`src/rtl/lcdb_pkg.sv`:
```
// Package: shared types and helpers for the LCD bus cycle engine.
// Assumes an 8-bit data word split into two 4-bit lanes on the narrow bus.
package lcdb_pkg;

    localparam int BYTE_W   = 8;
    localparam int NIB_W    = 4;
    localparam int N_LANES  = BYTE_W / NIB_W;
    localparam int ADDR_W   = BYTE_W - 1;
    localparam int KIND_W   = 2;
    localparam int KIND_SEL = 0;   // request kind bit driving register select
    localparam int KIND_RD  = 1;   // request kind bit driving direction (1 = read)

    typedef enum logic [1:0] {
        PH_IDLE  = 2'd0,
        PH_SETUP = 2'd1,
        PH_HIGH  = 2'd2,
        PH_HOLD  = 2'd3
    } lcdb_phase_e;

    // Larger of three counts, used to size the phase counter.
    function automatic int max3(input int a, input int b, input int c);
        int m;
        m = (a > b) ? a : b;
        return (m > c) ? m : c;
    endfunction

endpackage

```
`src/rtl/lcdb_downcnt.sv`:
```
// Loadable down-counter that stops at zero.
// Assumes load_val fits in W bits; zero is high whenever the count is zero.
module lcdb_downcnt #(
    parameter int W = 8
) (
    input  logic         clk,
    input  logic         rst_n,
    input  logic         load,
    input  logic [W-1:0] load_val,
    output logic         zero
);

    logic [W-1:0] cnt_q;

    // Load takes priority; otherwise count down and rest at zero.
    always_ff @(posedge clk) begin
        if (!rst_n) begin
            cnt_q <= '0;
        end else if (load) begin
            cnt_q <= load_val;
        end else if (cnt_q != '0) begin
            cnt_q <= cnt_q - 1'b1;
        end
    end

    // Expiry flag.
    always_comb zero = (cnt_q == '0);

endmodule

```
`src/rtl/lcdb_lane.sv`:
```
// Data path: holds the write byte, presents the byte or the current nibble on
// the data lines, and assembles read data from one or two strobes.
// Assumes the sequencer gives a capture pulse in the last strobe-high clock.
module lcdb_lane
    import lcdb_pkg::*;
(
    input  logic              clk,
    input  logic              rst_n,
    input  logic              accept,
    input  logic [BYTE_W-1:0] wdata,
    input  logic              mode4,
    input  logic              nib_sel,
    input  logic              cap,
    input  logic [BYTE_W-1:0] db_in,
    output logic [BYTE_W-1:0] db_out,
    output logic [BYTE_W-1:0] rd_byte
);

    logic [BYTE_W-1:0] wbuf_q;
    logic [NIB_W-1:0]  rd_nib_q [N_LANES];

    // Latch the write byte when a request is taken.
    always_ff @(posedge clk) begin
        if (!rst_n) begin
            wbuf_q <= '0;
        end else if (accept) begin
            wbuf_q <= wdata;
        end
    end

    // Narrow bus: upper nibble on the first strobe, lower on the second.
    always_comb begin
        if (mode4) begin
            db_out = {(nib_sel ? wbuf_q[NIB_W-1:0] : wbuf_q[BYTE_W-1:NIB_W]),
                      {NIB_W{1'b0}}};
        end else begin
            db_out = wbuf_q;
        end
    end

    // One capture register per nibble lane of the result byte.
    for (genvar g = 0; g < N_LANES; g++) begin : g_lane
        // On the narrow bus lane g is filled by strobe (N_LANES-1-g).
        localparam logic FILL_SEL = (g == N_LANES - 1) ? 1'b0 : 1'b1;

        // Capture this lane from the full bus or from the upper lines.
        always_ff @(posedge clk) begin
            if (!rst_n) begin
                rd_nib_q[g] <= '0;
            end else if (cap) begin
                if (!mode4) begin
                    rd_nib_q[g] <= db_in[g*NIB_W +: NIB_W];
                end else if (nib_sel == FILL_SEL) begin
                    rd_nib_q[g] <= db_in[BYTE_W-1 -: NIB_W];
                end
            end
        end

        // Place the lane in the result byte.
        always_comb rd_byte[g*NIB_W +: NIB_W] = rd_nib_q[g];
    end

endmodule

```
`src/rtl/lcdb_seq.sv`:
```
// Strobe sequencer: walks setup, strobe-high and hold phases once per nibble
// or byte, owns the select, direction, strobe and output-enable registers.
// Assumes all timing counts are at least 1 and fit the given counter widths.
module lcdb_seq
    import lcdb_pkg::*;
#(
    parameter int SETUP_CYC = 35,
    parameter int HIGH_CYC  = 113,
    parameter int HOLD_CYC  = 3,
    parameter int CYCLE_CYC = 250,
    parameter int PH_W      = 7,
    parameter int CYC_W     = 8
) (
    input  logic              clk,
    input  logic              rst_n,
    input  logic              req_valid,
    input  logic [KIND_W-1:0] req_kind,
    input  logic              bus_4bit,
    output logic              req_ready,
    output logic              accept,
    input  logic              ph_zero,
    input  logic              cyc_zero,
    output logic              ph_load,
    output logic [PH_W-1:0]   ph_val,
    output logic              cyc_load,
    output logic [CYC_W-1:0]  cyc_val,
    output logic              cap,
    output logic              mode4,
    output logic              nib_sel,
    output logic              lcd_rs,
    output logic              lcd_rw,
    output logic              lcd_e,
    output logic              lcd_db_oe,
    output logic              rsp_valid
);

    lcdb_phase_e phase_q;
    logic        more;

    // A second strobe remains when the narrow bus is on its first nibble.
    always_comb more = mode4 && !nib_sel;

    // Handshake: idle is the only phase that takes a request.
    always_comb begin
        req_ready = (phase_q == PH_IDLE);
        accept    = req_ready && req_valid;
    end

    // Counter loads and the read capture pulse for the current phase.
    always_comb begin
        ph_load  = 1'b0;
        ph_val   = '0;
        cyc_load = 1'b0;
        cyc_val  = CYC_W'(CYCLE_CYC - 1);
        cap      = 1'b0;
        unique case (phase_q)
            PH_IDLE: begin
                if (req_valid) begin
                    ph_load = 1'b1;
                    ph_val  = PH_W'(SETUP_CYC - 1);
                end
            end
            PH_SETUP: begin
                if (ph_zero && cyc_zero) begin
                    ph_load  = 1'b1;
                    ph_val   = PH_W'(HIGH_CYC - 1);
                    cyc_load = 1'b1;
                end
            end
            PH_HIGH: begin
                if (ph_zero) begin
                    ph_load = 1'b1;
                    ph_val  = PH_W'(HOLD_CYC - 1);
                    cap     = lcd_rw;
                end
            end
            PH_HOLD: begin
                if (ph_zero && more) begin
                    ph_load = 1'b1;
                    ph_val  = PH_W'(SETUP_CYC - 1);
                end
            end
            default: ;
        endcase
    end

    // Phase register and pin registers.
    always_ff @(posedge clk) begin
        if (!rst_n) begin
            phase_q   <= PH_IDLE;
            lcd_rs    <= 1'b0;
            lcd_rw    <= 1'b0;
            lcd_e     <= 1'b0;
            lcd_db_oe <= 1'b0;
            mode4     <= 1'b0;
            nib_sel   <= 1'b0;
            rsp_valid <= 1'b0;
        end else begin
            rsp_valid <= 1'b0;
            unique case (phase_q)
                PH_IDLE: begin
                    if (req_valid) begin
                        phase_q   <= PH_SETUP;
                        lcd_rs    <= req_kind[KIND_SEL];
                        lcd_rw    <= req_kind[KIND_RD];
                        lcd_db_oe <= !req_kind[KIND_RD];
                        mode4     <= bus_4bit;
                        nib_sel   <= 1'b0;
                    end
                end
                PH_SETUP: begin
                    if (ph_zero && cyc_zero) begin
                        phase_q <= PH_HIGH;
                        lcd_e   <= 1'b1;
                    end
                end
                PH_HIGH: begin
                    if (ph_zero) begin
                        phase_q <= PH_HOLD;
                        lcd_e   <= 1'b0;
                    end
                end
                PH_HOLD: begin
                    if (ph_zero) begin
                        if (more) begin
                            phase_q <= PH_SETUP;
                            nib_sel <= 1'b1;
                        end else begin
                            phase_q   <= PH_IDLE;
                            lcd_rw    <= 1'b0;
                            lcd_db_oe <= 1'b0;
                            rsp_valid <= lcd_rw;
                        end
                    end
                end
                default: phase_q <= PH_IDLE;
            endcase
        end
    end

endmodule

```
`src/rtl/lcd_bus_engine.sv`:
```
// Top: single-access bus cycle engine for a parallel character-LCD module.
// Assumes one request in flight; timing parameters are in system clocks and
// each is at least 1. Defaults suit a 250 MHz clock.
module lcd_bus_engine
    import lcdb_pkg::*;
#(
    parameter int SETUP_CYC = 35,
    parameter int HIGH_CYC  = 113,
    parameter int HOLD_CYC  = 3,
    parameter int CYCLE_CYC = 250
) (
    input  logic              clk,
    input  logic              rst_n,
    input  logic              req_valid,
    output logic              req_ready,
    input  logic [KIND_W-1:0] req_kind,
    input  logic [BYTE_W-1:0] req_wdata,
    input  logic              bus_4bit,
    output logic              rsp_valid,
    output logic [BYTE_W-1:0] rsp_data,
    output logic              rsp_busy,
    output logic [ADDR_W-1:0] rsp_addr,
    output logic              lcd_rs,
    output logic              lcd_rw,
    output logic              lcd_e,
    output logic [BYTE_W-1:0] lcd_db_out,
    output logic              lcd_db_oe,
    input  logic [BYTE_W-1:0] lcd_db_in
);

    localparam int PH_MAX = max3(SETUP_CYC, HIGH_CYC, HOLD_CYC);
    localparam int PH_W   = $clog2(PH_MAX + 1);
    localparam int CYC_W  = $clog2(CYCLE_CYC + 1);

    logic             accept, cap, mode4, nib_sel;
    logic             ph_load, ph_zero, cyc_load, cyc_zero;
    logic [PH_W-1:0]  ph_val;
    logic [CYC_W-1:0] cyc_val;
    logic [BYTE_W-1:0] rd_byte;

    lcdb_seq #(
        .SETUP_CYC (SETUP_CYC),
        .HIGH_CYC  (HIGH_CYC),
        .HOLD_CYC  (HOLD_CYC),
        .CYCLE_CYC (CYCLE_CYC),
        .PH_W      (PH_W),
        .CYC_W     (CYC_W)
    ) u_seq (
        .clk       (clk),
        .rst_n     (rst_n),
        .req_valid (req_valid),
        .req_kind  (req_kind),
        .bus_4bit  (bus_4bit),
        .req_ready (req_ready),
        .accept    (accept),
        .ph_zero   (ph_zero),
        .cyc_zero  (cyc_zero),
        .ph_load   (ph_load),
        .ph_val    (ph_val),
        .cyc_load  (cyc_load),
        .cyc_val   (cyc_val),
        .cap       (cap),
        .mode4     (mode4),
        .nib_sel   (nib_sel),
        .lcd_rs    (lcd_rs),
        .lcd_rw    (lcd_rw),
        .lcd_e     (lcd_e),
        .lcd_db_oe (lcd_db_oe),
        .rsp_valid (rsp_valid)
    );

    // Phase length counter (setup, strobe-high, hold).
    lcdb_downcnt #(.W(PH_W)) u_ph_cnt (
        .clk      (clk),
        .rst_n    (rst_n),
        .load     (ph_load),
        .load_val (ph_val),
        .zero     (ph_zero)
    );

    // Rising-edge spacing counter, restarted at every strobe rise.
    lcdb_downcnt #(.W(CYC_W)) u_cyc_cnt (
        .clk      (clk),
        .rst_n    (rst_n),
        .load     (cyc_load),
        .load_val (cyc_val),
        .zero     (cyc_zero)
    );

    lcdb_lane u_lane (
        .clk     (clk),
        .rst_n   (rst_n),
        .accept  (accept),
        .wdata   (req_wdata),
        .mode4   (mode4),
        .nib_sel (nib_sel),
        .cap     (cap),
        .db_in   (lcd_db_in),
        .db_out  (lcd_db_out),
        .rd_byte (rd_byte)
    );

    // Response view of the assembled byte.
    always_comb begin
        rsp_data = rd_byte;
        rsp_busy = rd_byte[BYTE_W-1];
        rsp_addr = rd_byte[ADDR_W-1:0];
    end

endmodule

```
`config.mk`:
```
export PLATFORM = sky130hd
export DESIGN_NAME = lcd_bus_engine
export DESIGN_NICKNAME = d
export VERILOG_FILES = /design/src/rtl/lcdb_pkg.sv /design/src/rtl/lcdb_downcnt.sv /design/src/rtl/lcdb_lane.sv /design/src/rtl/lcdb_seq.sv /design/src/rtl/lcd_bus_engine.sv
export SDC_FILE = /design/constraint.sdc
export NUM_CORES = 1
export LEC_CHECK = 0
export CELL_PAD_IN_SITES_DETAIL_PLACEMENT = 1
export CELL_PAD_IN_SITES_GLOBAL_PLACEMENT = 1
export CORE_MARGIN = 2
export CORE_UTILIZATION = 40
export CTS_BUF_LIST = sky130_fd_sc_hd__clkbuf_8
export CTS_CLUSTER_DIAMETER = 30
export DETAILED_ROUTE_END_ITERATION = 8
export PLACE_DENSITY = 0.9
export RECOVER_POWER = 100
export SETUP_SLACK_MARGIN = 0.5
export SLEW_MARGIN = 20
export SYNTH_ARGS = -nofsm -noshare
export SYNTH_HDL_FRONTEND = slang
export SYNTH_SLANG_ARGS = --single-unit
```
`constraint.sdc`:
```
create_clock -name clk -period 6.6 [get_ports clk]
set_input_delay 1.98 -clock clk [delete_from_list [all_inputs] [get_ports clk]]
set_output_delay 1.98 -clock clk [all_outputs]
set_load 0.02 [all_outputs]
```
==> summary.md, run 1 <==
| Metric | Value |
|---|---|
| Crit start category | `input pin` |
| Top FF cell, synth | `dfxtp_1` |
| Vias in the first global route | `1,850` |
| Drt wl/cell | `15.2 µm` |
| Pleak | `1.06 nW` |
| Clk_lat worst skew | `0.29 ns` |
| Overflow after GRT | `0` |
| DP HPWL | `3930 µm` |
| Syn_nets | `268` |
| Vias | `1,776` |
| Worst r2r dst | `u_ph_cnt.cnt_q[1]` |
| Area Overhead vs Synth | `28.2%` |
| Die X-Extent | `76.3 µm` |
| Final Wtd Congestion | `0.801` |
| Psw | `0.437 mW` |
| Die Height | `76.3 µm` |
| Initial antenna violation count | `0` |
| Clk sink count | `40` |
| Pre-antenna DRT Iters | `4` |
| Number of synthesized register bits | `40` |
| CTS tree | `built` |
| Switching share of total power | `40.5%` |
| Worst path arrival time | `4.55 ns` |
| Initial core utilization | `41.2%` |
| Slew headroom | `6.26%` |
| Internal power | `0.644 mW` |
| Ant diodes | `0` |
| TritonCTS buffer count | `5` |
| Setup TNS | `0 ns` |
| Final min period | `4.61 ns` |
| Critical Path Fanout Max | `37` |
| Number of synthesized flops with an enable pin | `8` |
| Cells on worst reg2reg path | `5` |
| Skew final | `0.00832 ns` |
| Fin nets | `306` |
| Hold path cells | `2` |
| ANT nets after route | `0` |
| DR DRC count | `0` |
| I/O Pins | `52` |
| Largest net degree at the start of global routing | `38` |
| Root buf cell | `clkbuf_8` |
| Status | `finished, final reports clean` |
| Post-DR vias/cell | `5.09` |
| Highest clock rate | `217 MHz` |
| Syn Std Cell Area | `2090 µm²` |
| DIE AREA | `5820 µm²` |
| Syn. warnings | `0` |
| Post-Route WL | `5320 µm` |
| WP data required | `6.54 ns` |
| Sequential share of power | `33.9%` |
| Post-synthesis async set-or-reset flop share | `0%` |
| Core area | `5070 µm²` |
| Tcrit/Tclk final | `69.8%` |
| Total of max-cap violations | `0` |
| Layout cells sized above 1 | `4.30%` |
| CTS clk-pin slew, worst paths | `0.08 ns` |
| Pwr Total | `1.08 mW` |
| Comb pwr share | `47.5%` |
| VDD IR max | `0.000184 V` |
| Clock power share | `18.7%` |
| Cts repair resizes | `0` |
| Cts hold-fix bufs | `0` |
| Global Route Usage Sum | `19.2%` |
| Post-Synthesis Mean Instance Area | `8.71 µm²` |
| Hold Crit Start | `u_seq.lcd_rs` |
| Pwr per Cell Area | `404 nW/µm²` |
| Hold Path Sink | `u_seq.lcd_rs` |
| Seq/Total Area, Yosys | `42.2%` |
| Worst slew pin tran | `1.41 ns` |
| Reg-to-reg setup timing slack | `4.03 ns` |
| First-pass GRT wire length | `9000 µm` |
| Crit Reg-Reg Startpoint | `u_cyc_cnt.cnt_q[3]` |
| Post-CTS Setup Repair Bufs | `0` |
| Critical path capture point type | `flop` |
| Max Slew Vio Count | `0` |
| HP Class | `reg -> reg` |
| # rows | `26` |
| Register area | `881 µm²` |
| Filler cells | `616` |
| Final setup viols | `0` |
| Final Hold Fails | `0` |
| H-tree depth | `2` |
| Critical path type | `in -> reg` |
| Multi-input logic area | `1050 µm²` |
| Max clock buf depth | `2` |
| Unrepaired setup endpoints after global routing | `false` |
| Final core utilization | `52.8%` |
| Initial DRC Count | `82` |
| Post-synth cell types | `41` |
| Post-Synthesis Cells | `240` |
| Port Buffer Count | `51` |
[synth_stat cells, drive strengths merged, types with 2 or more instances]
library cell	n	share of area [%]
clkbuf	11	2.0
xor2	3	1.3
nand2	44	7.9
nor3	7	1.7
nor2	13	2.7
and2	7	2.1
dfxtp	32	31
a21oi	6	1.4
o31ai	2	0.72
and3	3	0.90
nor2b	13	3.9
or3	3	0.90
ha	6	3.6
xnor2	4	1.7
edfxtp	8	11
o211ai	2	0.72
o21ai	8	1.9
nand4	2	0.60
nand3	2	0.48
nor4b	2	0.84
buf	10	4.0
a21boi	19	6.8
mux2i	4	1.9
o221a	2	1.1
o21a	3	1.1
inv	8	1.4
or4	2	1.1
nand2b	4	1.2
[critical path, cell delays in order]
cell,delay (ns)
dlygate4sd3_1,0.52
clkbuf_1,1.02
nand4_1,0.40
o21ai_0,0.61
[metrics by stage]
stage / std cells / area [µm²] / hold slack (ns) / setup WS (ns)
after floorplan: 240 / 2090 / 0.444 / 3.42
after global placement: 341 / 2570 / 0.452 / 2.74
after detailed placement: 341 / 2570 / 0.461 / 2.63
after CTS: 349 / 2680 / 0.473 / 2.56
after global routing: 349 / 2680 / 0.506 / 1.65
final: 349 / 2680 / 0.475 / 1.99
[layout make-up]
| class | count | area share [%] |
|---|---|---|
| multi-input combinational | 171 | 39.4 |
| sequential | 40 | 32.9 |
| clock buffer | 5 | 2.57 |
| clock inverter | 3 | 1.59 |
| timing repair buffer | 52 | 19.2 |
| tap | 70 | 3.27 |
| inverter | 8 | 1.12 |
[power groups by stage]
| stage | combinational, mW | sequential (mW) | clock, mW |
|---|---|---|---|
| 2_1_floorplan | 0.386 | 0.363 | 0 |
| 3_3_place_gp | 0.492 | 0.367 | 0 |
| 3_5_place_dp | 0.515 | 0.372 | 0 |
| 4_1_cts | 0.525 | 0.366 | 0.203 |
| 5_1_grt | 0.571 | 0.375 | 0.213 |
| 6_report | 0.513 | 0.366 | 0.202 |
[worst max-delay path by stage]
| stage | startpoint | end | depth (start not counted) |
|---|---|---|---|
| after floorplan | rst_n | u_lane.rd_nib_q[1][0] | 3 |
| after global placement | rst_n | u_lane.rd_nib_q[1][1] | 4 |
| after detailed placement | rst_n | u_lane.rd_nib_q[1][0] | 4 |
| after CTS | u_seq.mode4 | lcd_db_out[6] | 4 |
| after global routing | rst_n | u_lane.rd_nib_q[1][1] | 4 |
| final | rst_n | u_lane.rd_nib_q[1][1] | 4 |
[per-layer routing]
layer	global-route usage (%)	routed length, µm	vias up
li1	-	-	879
met1	22.8	2340	846
met2	34.9	2710	42
met3	3.79	192	9
met4	5.45	82	0
met5	0	0	-
[registers in the layout, summed over array words and instances (netlist names)]
name,flops
u_seq.phase_q,2
u_seq.lcd_rs,1
u_seq.nib_sel,1
u_cyc_cnt.cnt_q,8
u_ph_cnt.cnt_q,7
u_seq.lcd_db_oe,1
u_lane.wbuf_q,8
u_seq.lcd_e,1
u_seq.rsp_valid,1
u_lane.rd_nib_q,8
u_seq.lcd_rw,1
u_seq.mode4,1
[layout by cell type (no fill, tap or decap), types with 4 or more instances in the layout]
master / n
clkdlybuf4s50_1: 21
inv_1: 8
xnor2_1: 4
and2_1: 4
mux2i_1: 4
edfxtp_1: 8
nand2_1: 44
dlygate4sd3_1: 30
a21boi_0: 19
clkbuf_8: 5
nor2b_1: 13
a21oi_1: 6
nand2b_1: 4
ha_1: 6
nor2_1: 12
nor3_1: 7
dfxtp_1: 32
o21ai_0: 8
[cell families (layout without fill, tap and decap cells)]
family | Yosys count | count (layout) | share of synthesized area [%]
flops | 40 | 40 | 42.2
compound gates | 47 | 47 | 15.9
fa+ha+maj | 6 | 6 | 3.59
xor+xnor | 7 | 7 | 2.93
mux | 4 | 4 | 1.92
buf+inv | 29 | 68 | 7.37
simple gates | 107 | 107 | 26.2
(Power assumes the default switching activity.)
==> run 2: changes to the inputs <==
--- a/config.mk
+++ b/config.mk
@@ -8,11 +8,11 @@
 export CELL_PAD_IN_SITES_DETAIL_PLACEMENT = 1
 export CELL_PAD_IN_SITES_GLOBAL_PLACEMENT = 1
 export CORE_MARGIN = 2
-export CORE_UTILIZATION = 40
+export CORE_UTILIZATION = 38
 export CTS_BUF_LIST = sky130_fd_sc_hd__clkbuf_8
 export CTS_CLUSTER_DIAMETER = 30
 export DETAILED_ROUTE_END_ITERATION = 8
-export PLACE_DENSITY = 0.9
+export PLACE_DENSITY = 0.87
 export RECOVER_POWER = 100
 export SETUP_SLACK_MARGIN = 0.5
 export SLEW_MARGIN = 20
==> constraint.sdc (replaced) <==
create_clock -name clk -period 4.5 [get_ports clk]
set_input_delay 1.35 -clock clk [delete_from_list [all_inputs] [get_ports clk]]
set_output_delay 1.35 -clock clk [all_outputs]
set_load 0.02 [all_outputs]
==> run 2 against run 1 <==
First-iteration DRC count rose by 37%. Count of clock-buffer cells in the layout did not move. Critical path depth fell by 1. Hold slack improved by 0.0010 ns. Final area fell by 0.14%. Critical path type unchanged. Largest power group unchanged.
==> summary.md, run 2 (synthesized netlist as in run 1, its figures left out) <==
| Metric | Value |
|---|---|
| Pleak | `1.07 nW` |
| Final Hold Fails | `0` |
| Max Slew Vio Count | `0` |
| HP Class | `reg -> reg` |
| Drt wl/cell | `15.7 µm` |
| I/O Pins | `52` |
| Cells on worst reg2reg path | `5` |
| Setup TNS | `0 ns` |
| Clk_lat worst skew | `0.30 ns` |
| Post-Route WL | `5470 µm` |
| Hold Path Sink | `u_seq.lcd_rs` |
| Regs by FF count | `u_cyc_cnt.cnt_q: 8 flops, u_lane.rd_nib_q: 8 flops, u_lane.wbuf_q: 8 flops` |
| Unrepaired setup endpoints after global routing | `false` |
| CTS tree | `built` |
| Root buf cell | `clkbuf_8` |
| Die Height | `78.2 µm` |
| Worst path arrival time | `3.55 ns` |
| H-tree depth | `2` |
| Slew headroom | `10.4%` |
| # rows | `26` |
| Pwr per Cell Area | `589 nW/µm²` |
| Layout cells sized above 1 | `4.30%` |
| Port Buffer Count | `51` |
| First-pass GRT wire length | `9230 µm` |
| Critical path capture point type | `flop` |
| Hold Crit Start | `u_seq.lcd_rs` |
| Cts repair resizes | `0` |
| Pre-antenna DRT Iters | `4` |
| Reg-to-reg setup timing slack | `1.92 ns` |
| Crit start category | `input pin` |
| Initial antenna violation count | `0` |
| Final Wtd Congestion | `0.749` |
| Final core utilization | `51.4%` |
| Overflow after GRT | `0` |
| Commonest non-fill, non-tap cells in the layout | `nand2_1, dfxtp_1, dlygate4sd3_1` |
| DP Cell Count | `341` |
| Initial DRC Count | `112` |
| Critical Path Fanout Max | `36` |
| DP HPWL | `4020 µm` |
| Highest clock rate | `274 MHz` |
| Skew final | `0.00846 ns` |
| Final setup viols | `0` |
| Fin nets | `306` |
| DIE AREA | `6110 µm²` |
| Initial core utilization | `40.1%` |
| Worst slew pin tran | `1.34 ns` |
| VDD IR max | `0.000219 V` |
| Hold path cells | `2` |
| Status | `finished, final reports clean` |
| Post-DR vias/cell | `5.16` |
| Crit Reg-Reg Startpoint | `u_cyc_cnt.cnt_q[3]` |
| Die X-Extent | `78.2 µm` |
| Commonest non-fill, non-tap cell in the layout | `nand2_1` |
| Vias | `1,800` |
| Ant diodes | `0` |
| Global Route Usage Sum | `19.2%` |
| Total of max-cap violations | `0` |
| Core area | `5200 µm²` |
| Non-Filler Instances | `349` |
| TritonCTS buffer count | `5` |
| Vias in the first global route | `1,938` |
| CTS clk-pin slew, worst paths | `0.08 ns` |
| Largest net degree at the start of global routing | `37` |
| Final min period | `3.64 ns` |
| ANT nets after route | `0` |
| Post-CTS Setup Repair Bufs | `0` |
| Clk sink count | `40` |
| DR DRC count | `0` |
| Filler cells | `608` |
| Worst r2r dst | `u_ph_cnt.cnt_q[1]` |
| Critical path type | `in -> reg` |
| WP data required | `4.41 ns` |
| Register area | `881 µm²` |
| Tcrit/Tclk final | `81.0%` |
| Cts hold-fix bufs | `0` |
| Max clock buf depth | `2` |
| Multi-input logic area | `1050 µm²` |
| Area Overhead vs Synth | `28.0%` |
## run 2: cell types whose count changed in the layout (fill, tap and decap cells not counted), sizes merged
cell and delta:
inv +1, clkinv -1
## run 2: metrics by stage
step	setup slack (ns)	hold WS (ns)	power, mW	cell area [µm²]
after floorplan	1.95	0.444	1.10	2090
after detailed placement	1.38	0.464	1.30	2570
after global routing	0.622	0.521	1.70	2680
after CTS	1.04	0.475	1.60	2680
final	0.856	0.476	1.58	2680
after global placement	1.45	0.451	1.27	2570
## run 2: worst max-delay path, cell delays in order
cell and delay (ns):
dlygate4sd3_1 0.61, clkbuf_1 1.00, o21ai_0 0.58
## run 2: power by group
group          leakage [nW]  internal, mW  total, mW  switching [mW]
Combinational         0.661         0.323      0.749           0.425
Clock                0.0593         0.162      0.290           0.127
Sequential            0.346         0.456      0.538          0.0820
## run 2: cell type report
cell class	instances	area share, %
clock buffers	5	2.57
well taps	70	3.27
inverters	8	1.12
multi-input cells	171	39.4
repair buffers	52	19.2
clock inverters	3	1.45
flip-flops and latches	40	32.9
## run 2: worst max-delay path by stage
stage / start / to / slack (ns)
2_1_floorplan: rst_n / u_lane.rd_nib_q[1][0] / 1.95
3_3_place_gp: u_seq.mode4 / lcd_db_out[7] / 1.45
3_5_place_dp: u_seq.mode4 / lcd_db_out[4] / 1.38
4_1_cts: u_seq.mode4 / lcd_db_out[4] / 1.04
5_1_grt: rst_n / u_lane.rd_nib_q[1][0] / 0.62
6_report: rst_n / u_lane.rd_nib_q[1][0] / 0.86
## run 2: per-layer routing
metal  GRT usage [%]  up-vias  wire, µm
li1                -      878         -
met1            21.5      873      2240
met2            35.9       43      2940
met3            4.02        6       217
met4            6.14        0        68
met5               0        -         0
